File: src/rtl/ovf_status_pkg.sv
package ovf_status_pkg;
  localparam int STAT_W    = 64;
  localparam int GP_MAX    = 8;
  localparam int FX_LSB    = 32;
  localparam int FX_NUM    = 3;
  localparam int TRACE_BIT = 55;
  localparam int MISC_LSB  = 58;
  localparam int COND_BIT  = 63;

  // Positions that hold real flags for a given general counter count.
  function automatic logic [STAT_W-1:0] impl_mask(input int num_gp);
    logic [STAT_W-1:0] m;
    m = '0;
    for (int i = 0; i < GP_MAX; i++) if (i < num_gp) m[i] = 1'b1;
    for (int i = 0; i < FX_NUM; i++) m[FX_LSB+i] = 1'b1;
    m[TRACE_BIT] = 1'b1;
    for (int i = MISC_LSB; i <= COND_BIT; i++) m[i] = 1'b1;
    return m;
  endfunction

  // Positions that software may force to one.
  function automatic logic [STAT_W-1:0] settable_mask(input int num_gp);
    logic [STAT_W-1:0] m;
    m = impl_mask(num_gp);
    m[COND_BIT] = 1'b0;
    return m;
  endfunction
endpackage

File: src/rtl/ovf_cmd_decode.sv
module ovf_cmd_decode
  import ovf_status_pkg::*;
#(
  parameter logic [STAT_W-1:0] IMPL = '0,
  parameter logic [STAT_W-1:0] SETM = '0
) (
  input  logic [STAT_W-1:0] evt,
  input  logic              clr_valid,
  input  logic [STAT_W-1:0] clr_word,
  input  logic              set_valid,
  input  logic [STAT_W-1:0] set_word,
  output logic [STAT_W-1:0] rise_req,
  output logic [STAT_W-1:0] drop_req
);
  logic [STAT_W-1:0] sw_set;
  logic [STAT_W-1:0] hw_set;

  always_comb begin
    hw_set   = evt & IMPL;
    sw_set   = set_valid ? (set_word & SETM) : '0;
    rise_req = hw_set | sw_set;
    drop_req = clr_valid ? (clr_word & IMPL) : '0;
  end
endmodule

File: src/rtl/ovf_flag_cell.sv
module ovf_flag_cell (
  input  logic clk,
  input  logic rst_n,
  input  logic rise,
  input  logic drop,
  output logic q
);
  // Raising sources outrank a clear aimed at the same bit.
  always_ff @(posedge clk) begin
    if (!rst_n)    q <= 1'b0;
    else if (rise) q <= 1'b1;
    else if (drop) q <= 1'b0;
  end
endmodule

File: src/rtl/ovf_status_reg.sv
module ovf_status_reg
  import ovf_status_pkg::*;
#(
  parameter int NUM_GP = 4
) (
  input  logic        clk,
  input  logic        rst_n,
  input  logic [63:0] evt_i,
  input  logic        clr_valid_i,
  input  logic [63:0] clr_word_i,
  input  logic        set_valid_i,
  input  logic [63:0] set_word_i,
  output logic [63:0] status_o
);
  localparam logic [STAT_W-1:0] IMPL = impl_mask(NUM_GP);
  localparam logic [STAT_W-1:0] SETM = settable_mask(NUM_GP);

  logic [STAT_W-1:0] rise_req;
  logic [STAT_W-1:0] drop_req;
  logic [STAT_W-1:0] flags;

  ovf_cmd_decode #(.IMPL(IMPL), .SETM(SETM)) u_dec (
    .evt      (evt_i),
    .clr_valid(clr_valid_i),
    .clr_word (clr_word_i),
    .set_valid(set_valid_i),
    .set_word (set_word_i),
    .rise_req (rise_req),
    .drop_req (drop_req)
  );

  for (genvar b = 0; b < STAT_W; b++) begin : g_bit
    ovf_flag_cell u_cell (
      .clk  (clk),
      .rst_n(rst_n),
      .rise (rise_req[b]),
      .drop (drop_req[b]),
      .q    (flags[b])
    );
  end

  assign status_o = flags;

  // Events on implemented bits are visible one edge later.
  assert_evt_sets_R2: assert property (@(posedge clk) disable iff (!rst_n)
    1'b1 |=> ((status_o & $past(evt_i & IMPL)) == $past(evt_i & IMPL)));

  // A clear with no competing raise drops the bit.
  assert_clr_drops_R3: assert property (@(posedge clk) disable iff (!rst_n)
    clr_valid_i |=> ((status_o & $past(clr_word_i & ~evt_i &
      ~(set_valid_i ? set_word_i & SETM : '0))) == '0));

  // A set on a settable bit raises it, even under a clear.
  assert_set_raises_R4: assert property (@(posedge clk) disable iff (!rst_n)
    set_valid_i |=> ((status_o & $past(set_word_i & SETM)) == $past(set_word_i & SETM)));

  // Untouched bits hold; a set on bit 63 counts as untouched.
  assert_hold_R9: assert property (@(posedge clk) disable iff (!rst_n)
    1'b1 |=> (((status_o ^ $past(status_o)) &
      ~$past(evt_i | (clr_valid_i ? clr_word_i : '0) |
             (set_valid_i ? set_word_i & SETM : '0))) == '0));

  // Reserved and unbuilt positions never rise.
  assert_rsv_zero_R7: assert property (@(posedge clk) disable iff (!rst_n)
    1'b1 |=> ((status_o & ~IMPL) == '0));
endmodule

File: config.mk
export PLATFORM = sky130hd
export DESIGN_NAME = ovf_status_reg
export DESIGN_NICKNAME = d
export VERILOG_FILES = /design/src/rtl/ovf_status_pkg.sv /design/src/rtl/ovf_cmd_decode.sv /design/src/rtl/ovf_flag_cell.sv /design/src/rtl/ovf_status_reg.sv
export SDC_FILE = /design/constraint.sdc
export NUM_CORES = 1
export LEC_CHECK = 0
export BUFFER_PORTS_ARGS = -buffer_cell sky130_fd_sc_hd__buf_2
export CORE_ASPECT_RATIO = 0.6
export CORE_UTILIZATION = 35
export DETAILED_ROUTE_END_ITERATION = 10
export PLACE_DENSITY_LB_ADDON = 0.25
export SLEW_MARGIN = 20
export SYNTH_ARGS = -nofsm -noshare
export SYNTH_HDL_FRONTEND = slang
export SYNTH_HIERARCHICAL = 1
export SYNTH_SLANG_ARGS = --single-unit
File: constraint.sdc
create_clock -name clk -period 0.9 [get_ports clk]
set_input_delay 0.09 -clock clk [delete_from_list [all_inputs] [get_ports clk]]
set_output_delay 0.09 -clock clk [all_outputs]
set_load 0.005 [all_outputs]
### Word level (Yosys, flattened, before mapping)

Index checks and enable logic that the tools add are counted.

| cells by class | value |
|---|---|
| multiplexer cells | 130 |
| bitwise gates (word level) | 1 |
| reductions and logical operators | 64 |

Operator list:

| kind | number |
|---|---|
| $mux W1 | 128 |
| $reduce_bool A2 Y1 | 64 |
| $mux W64 | 1 |
| $or A64 B63 Y64 | 1 |
| $mux W63 | 1 |

| storage, ports and cells | value |
|---|---|
| register bits after elaboration | 64 |
| bits of input ports | 196 |
| output and inout port bits | 64 |

### Longest topological paths before layout

Gate-level depths: netlist of run 1.

| depth | value |
|---|---|
| word-level depth | 3 |
| gate-level depth with buffers | 4 |
| gate-level depth less buffers | 3 |

### By module

The synthesis of run 1 kept the hierarchy.

Modules (own cells, without submodules):

| module | instances | cells an instance | area an instance (um2) | sequential area each (um2) |
|---|---|---|---|---|
| ovf_flag_cell | 64 | 3 | 41.3 | 20.0 |
| ovf_cmd_decode | 1 | 131 | 969.7 | 0.0 |

### Worst setup path after synthesis of run 1

Ideal clock, no wire load.

| timing path | value |
|---|---|
| path type | register to register |
| from | reg, netlist name g_bit[0].u_cell/q |
| to | reg g_bit[0].u_cell.q |
| library setup time | 0.115 ns |
| arrival time | 0.559 ns |
| required time | 0.785 ns |
| setup slack | 0.226 ns |
| stages on the path, launching flop included | 3 |
| path through | dfxtp_1 > nor2b_4 > o21a_1 |

RTL lines:

| item | RTL line | RTL |
|---|---|---|
| end signal, assigned | ovf_flag_cell.sv:10 | `if (!rst_n) q <= 1'b0;` |
| end signal, assigned | ovf_flag_cell.sv:11 | `else if (rise) q <= 1'b1;` |
| end signal, assigned | ovf_flag_cell.sv:12 | `else if (drop) q <= 1'b0;` |
| end, declared | ovf_flag_cell.sv:6 | `output logic q` |

### Final worst setup path of run 1

| timing path | value |
|---|---|
| from | reg g_bit[43].u_cell.q |
| to | out status_o[43] |

RTL lines:

| item | RTL line | RTL |
|---|---|---|
| start, declared | ovf_flag_cell.sv:6 |  |
| start signal, assigned | ovf_flag_cell.sv:10 |  |
| start signal, assigned | ovf_flag_cell.sv:11 |  |
| start signal, assigned | ovf_flag_cell.sv:12 |  |
| end, declared | ovf_status_reg.sv:13 | `output logic [63:0] status_o` |

No word-level cell between the ends.

==> summary.txt, run 1 <==
Total number of vias: 2063
Wire length on met2: 2.446 mm
Antenna Nets Post-Route: 0
Pins Over Slew Limit: 0
Critical hold path startpoint: evt_i[3]
GPL Wtd Cong: 0.7122
Clk_lat worst skew: 320 ps
Synth area leaders: dfxtp_1 35%, nor2b_4 24%, buf_4 21%
Total CTS buffers: 9
Reg with most FFs: g_bit.u_cell/q
Post-synth top area share: 35.47%
Core area: 9950 um2
Final HPWL from detailed placement: 4.339 mm
Data required, critical path: 810 ps
FF-to-FF Start: g_bit[37].u_cell/q
Clk buf depth: 2
Fin crit share: 95.69%
Biggest regs: g_bit.u_cell/q (64)
Crit path max-delay cell type: dfxtp_1
Row cnt: 28
Pin count of the biggest net entering global routing: 45
Pwr Density: 1745 nW/um2
Placed instance area: 3944 um2
Arr. time, crit path: 770 ps
Cell count after placement: 564
TritonRoute pass-1 iters: 3
Hold Path Stages: 3
CTS Root Cell: clkbuf_16
DRT Wirelength: 5.637 mm
Fmax: 1.161 GHz
Die Width: 133.2 um
Setup crit start kind: flip-flop
#FFs+latches synth: 64
Fill cells: 982
Reg clk slew, reported paths: 50 ps
Global-route wire length before repair: 8.990 mm
RSZ-0062 raised after global routing: no
Die Area: 10740 um2
R2r worst-path depth: 2
Static Leakage: 2.105 nW
Register area share after synthesis: 35.47%
Total power: 7.472 mW
Initial Util: 36.31%
Crit end category: output port
Die Span Y: 80.69 um
Vias in the first global route: 1979
Mapped Cells: 323
DRT met1 WL: 2.513 mm
CTS sink count: 64
CP delay by family, top: flip-flops
Yosys cell types: 9
CP cell instances: buf_2
Number of setup violations in the final report: 0
Largest area contributor in the netlist: dfxtp_1
Worst Path Buf+Inv: 1
# Post-CTS Setup Buffers: 0
Fin cells: 581
Iter 0 DRT Violations: 33
I/O pins: 260
Mean post-synth cell area: 11.18 um2
Routed met3 length: 637 um
Total GRT Usage: 11.02%
Skew final: 0 ps
Max FFs per register: 64
RR Endpoint: g_bit[37].u_cell/q
Buffers added on ports: 108
# DRC: 0
Final Hold Viols: 0
Top sig layer: met4
Fin util: 43.03%
Worst min-delay path endpoint: g_bit[3].u_cell/q
Initial antenna violation count: 0
MaxCap Viol Count: 0
Grt total ovfl: 0
Maximum vdd drop: 0.0008372 V
Via/cell ratio: 3.551
Share of layout cells above drive strength 1: 49.78%
Crit-path max cell delay: 330 ps
Area added between synthesis and finish: 18.53%
Status: finished, final reports clean
Post-DR wirelength/cell: 9.702 um
N_diodes: 0
Worst min-delay path class: primary input to flip-flop
# H-tree levels: 3
Final setup TNS: 0 ps
CP Launch Point: g_bit[43].u_cell/q
Synthesis Warnings: 6
# nets final: 637
CP Max Fanout: 2
CTS tree: built
Crit path kind: flip-flop to output port
Flop2flop setup slack: 180 ps
Final critical-path required period: 861.2 ps
Synthesized area: 3612 um2
Final instance area: 4282 um2
==> synthesized netlist by cell type <==
| cell | instances |
|---|---|
| dfxtp_1 | 64 |
| nor2b_4 | 64 |
| a21o_1 | 10 |
| o21a_1 | 64 |
| conb_1 | 1 |
| buf_4 | 102 |
| a21o_2 | 3 |
| and2_1 | 14 |
| buf_6 | 1 |
==> routing by layer <==
layer  vias up  GRT usage, %
met5         -             0
met4         0         3.750
met3         7         6.503
met2        83         17.38
met1       889         12.37
li1       1084             -
==> final cells by class <==
type                       count  area [um2]  area share [%]
sequential                    64        1321           30.86
tap                          135       168.9           3.945
multi-input combinational    255        1926           44.97
timing repair buffer         111       584.3           13.65
clock buffer                  12       236.5           5.523
clock inverter                 4       45.04           1.052
==> per-stage QoR <==
stage	hold slack [ps]	worst slack (ps)
6_report	48.97	38.79
5_1_grt	54.92	2.537
4_1_cts	36.00	3.074
3_5_place_dp	303.2	48.65
3_3_place_gp	300.8	67.36
2_1_floorplan	207.5	226.0
==> cell families after synthesis <==
group | count (synthesis) | share of synthesized area (%)
flops | 64 | 35.47
simple gates | 78 | 26.81
other cells | 1 | 0.1038
compound gates | 77 | 16.11
buf+inv | 103 | 21.51
==> layout by cell type (no fill, tap or decap), types with 9 or more instances in the layout <==
master / netlist / layout
nor2b_4: 64 / 64
a21o_1: 10 / 10
dfxtp_1: 64 / 32
and2_1: 14 / 14
o21a_1: 64 / 64
clkbuf_16: 0 / 9
conb_1: 1 / 100
dfxtp_2: 0 / 32
buf_2: 0 / 107
==> power breakdown <==
part | internal (mW) | switching [mW] | leakage (nW)
sequential | 3.05 | 0.0928 | 0.543
combinational | 0.609 | 0.417 | 1.42
clock | 2.13 | 1.17 | 0.140
==> how the worst max path moves through the flow <==
stage	slack (ps)	cells after the start	to
2_1_floorplan	230	2	g_bit[0].u_cell/q
3_3_place_gp	70	4	g_bit[3].u_cell/q
3_5_place_dp	50	4	g_bit[34].u_cell/q
4_1_cts	3	1	status_o[47]
5_1_grt	3	1	status_o[52]
6_report	40	1	status_o[43]
==> what timing repair did <==
action / 4_1_cts / 5_1_grt
hold buffers: 1 / 0
gates resized for setup: 2 / 31
setup endpoints to repair: 2 / 31
endpoints found under the hold margin: 1 / 0
pin swaps: 0 / 0
Note: power is estimated with default switching activity, not from simulation.
==> run 2: changes to the inputs <==
- BUFFER_PORTS_ARGS: -buffer_cell sky130_fd_sc_hd__buf_2 -> -buffer_cell sky130_fd_sc_hd__clkbuf_2
- CORE_UTILIZATION: 35 -> 39
==> run 2 against run 1 <==
- final area is 0.99% higher
- maximum frequency down 1.1%
- clock skew is the same
- sequential power is essentially flat
- first-iteration DRC count decreased by 33%
- clock-buffer cell count fell by 1
- combinational power about the same
- critical endpoint is now status_o[34]
==> summary.txt, run 2 (synthesized netlist as in run 1, its figures left out) <==
RR Endpoint: g_bit[29].u_cell/q
Critical hold path startpoint: evt_i[33]
GPL Wtd Cong: 0.6969 (-2.1%)
Data required, critical path: 810 ps (about the same)
Die Width: 126.2 um (-5.2%)
Total GRT Usage: 13.25% (+2.2 points)
Initial antenna violation count: 0 (unchanged)
Place WS: 47.36 ps (-1.284 ps)
Via/cell ratio: 3.699 (+4.2%)
Clk buf depth: 2 (unchanged)
Max FFs per register: 64 (unchanged)
# DRC: 0 (unchanged)
TritonRoute pass-1 iters: 4 (+1)
CTS sink count: 64 (unchanged)
Buffers added on ports: 108 (unchanged)
Die Area: 9663 um2 (-10%)
Number of setup violations in the final report: 0 (unchanged)
Reg with most FFs: g_bit.u_cell/q
Initial Util: 41.28% (+5.0 points)
Total number of vias: 2064 (+0.048%)
Pin count of the biggest net entering global routing: 65 (+44%)
Most frequent cells in the layout: 100 x conb_1, 87 x clkbuf_2, 64 x nor2b_4, 64 x o21a_1, 54 x dfxtp_2
Pins Over Slew Limit: 0 (unchanged)
Pwr Density: 1717 nW/um2 (-1.6%)
Crit path max-delay cell type: dfxtp_2
Crit-path max cell delay: 330 ps (about the same)
Arr. time, crit path: 780 ps (about the same)
Post-DR wirelength/cell: 10.39 um (+7.1%)
CP Depth: 1 (unchanged)
Die Span Y: 76.55 um (-5.1%)
Most common cell after layout, fill and taps aside: conb_1
I/O pins: 260 (unchanged)
Reg clk slew, reported paths: 60 ps (about the same)
Vias in the first global route: 1987 (+0.40%)
# nets final: 637 (unchanged)
Clk_lat worst skew: 330 ps (about the same)
FF-to-FF Start: g_bit[29].u_cell/q
Worst Path Buf+Inv: 1 (unchanged)
N_diodes: 0 (unchanged)
CTS tree: built
CP Max Fanout: 2 (unchanged)
Final HPWL from detailed placement: 4.398 mm (+1.4%)
Setup crit start kind: flip-flop
Fmax: 1.148 GHz (-1.1%)
Global-route wire length before repair: 9.501 mm (+5.7%)
Flop2flop setup slack: 80 ps (-100 ps)
Iter 0 DRT Violations: 22 (-33%)
Final setup TNS: 0 ps (unchanged)
R2r worst-path depth: 3 (+1)
Share of layout cells above drive strength 1: 55.16% (+5.4 points)
Crit end category: output port
Grt total ovfl: 0 (unchanged)
Final instance area: 4324 um2 (+0.99%)
Status: finished, final reports clean
Row cnt: 26 (-7.1%)
# H-tree levels: 3 (unchanged)
Post-route worst setup slack: 29.23 ps (-9.561 ps)
MaxCap Viol Count: 0 (unchanged)
Placed instance area: 3908 um2 (-0.92%)
Fin crit share: 96.75% (+1.1 points)
Maximum vdd drop: 0.0009470 V (+13%)
Area added between synthesis and finish: 19.71%
Antenna Nets Post-Route: 0 (unchanged)
Core area: 8751 um2 (-12%)
Worst min-delay path endpoint: g_bit[33].u_cell/q
Total power: 7.424 mW (-0.64%)
CP delay by family, top: flip-flops
Final critical-path required period: 870.8 ps (+9.561 ps)
DRT Wirelength: 5.799 mm (+2.9%)
Crit path kind: flip-flop to output port
Static Leakage: 2.108 nW (+0.13%)
RSZ-0062 raised after global routing: yes
Total CTS buffers: 9 (unchanged)
CTS Root Cell: clkbuf_16
Final Hold Viols: 0 (unchanged)
Biggest regs: g_bit.u_cell/q (64)
CP cell instances: buf_2
Worst min-delay path class: primary input to flip-flop
Hold Path Stages: 3 (unchanged)
Fin util: 49.41% (+6.4 points)
Skew final: 0 ps (unchanged)
-- run 2: changes by cell type in the layout (fill, tap and decap cells not counted) --
cell | previous run | this run
buf_2 | 107 | 12
clkbuf_2 | 0 | 87
dfxtp_1 | 32 | 10
dfxtp_2 | 32 | 54
buf_6 | 1 | 9
clkinvlp_4 | 0 | 3
clkbuf_1 | 3 | 1
bufinv_16 | 1 | 0
clkbuf_8 | 0 | 1
clkinv_2 | 3 | 2
-- run 2: what timing repair did --
item                                    in CTS  in global routing
hold buffers                                 1                  0
setup buffers                                0                  1
gates resized for setup                     10                 73
endpoints found under the hold margin        1                  0
endpoints found under the setup margin      10                 53
-- run 2: metal layers --
metal | track usage (%) | vias up | part of all wire (%)
li1 | - | 1089 | -
met1 | 13.82 | 897 | 43
met2 | 21.55 | 68 | 46
met3 | 8.287 | 10 | 10
met4 | 5.060 | 0 | 1.5
met5 | 0 | - | 0
-- run 2: power breakdown --
part | leakage [nW] | switching (mW) | internal, mW
sequential | 0.547 | 0.0989 | 3.06
combinational | 1.43 | 0.427 | 0.635
clock | 0.128 | 1.27 | 1.93
-- run 2: layout make-up --
| cell class | count | area, um2 |
|---|---|---|
| clock buffer | 11 | 242.7 |
| clock inverter | 5 | 32.53 |
| fill | 844 | 4427 |
| multi-input combinational | 255 | 1926 |
| sequential | 64 | 1349 |
| tap | 112 | 140.1 |
| timing repair buffer | 111 | 634.4 |
-- run 2: through the flow --
step                      std cells  hold slack [ps]
final                           558            41.74
after global routing            558            34.33
after CTS                       557            29.99
after detailed placement        540            310.2
after global placement          540            301.5
after floorplan                 422            207.5
-- run 2: worst max path at each step --
stage                             from                 end
global placement           clr_valid_i   g_bit[2].u_cell/q
global route        g_bit[41].u_cell/q        status_o[41]
finish              g_bit[34].u_cell/q        status_o[34]
CTS                 g_bit[29].u_cell/q        status_o[29]
floorplan            g_bit[0].u_cell/q   g_bit[0].u_cell/q
detailed placement         clr_valid_i  g_bit[34].u_cell/q
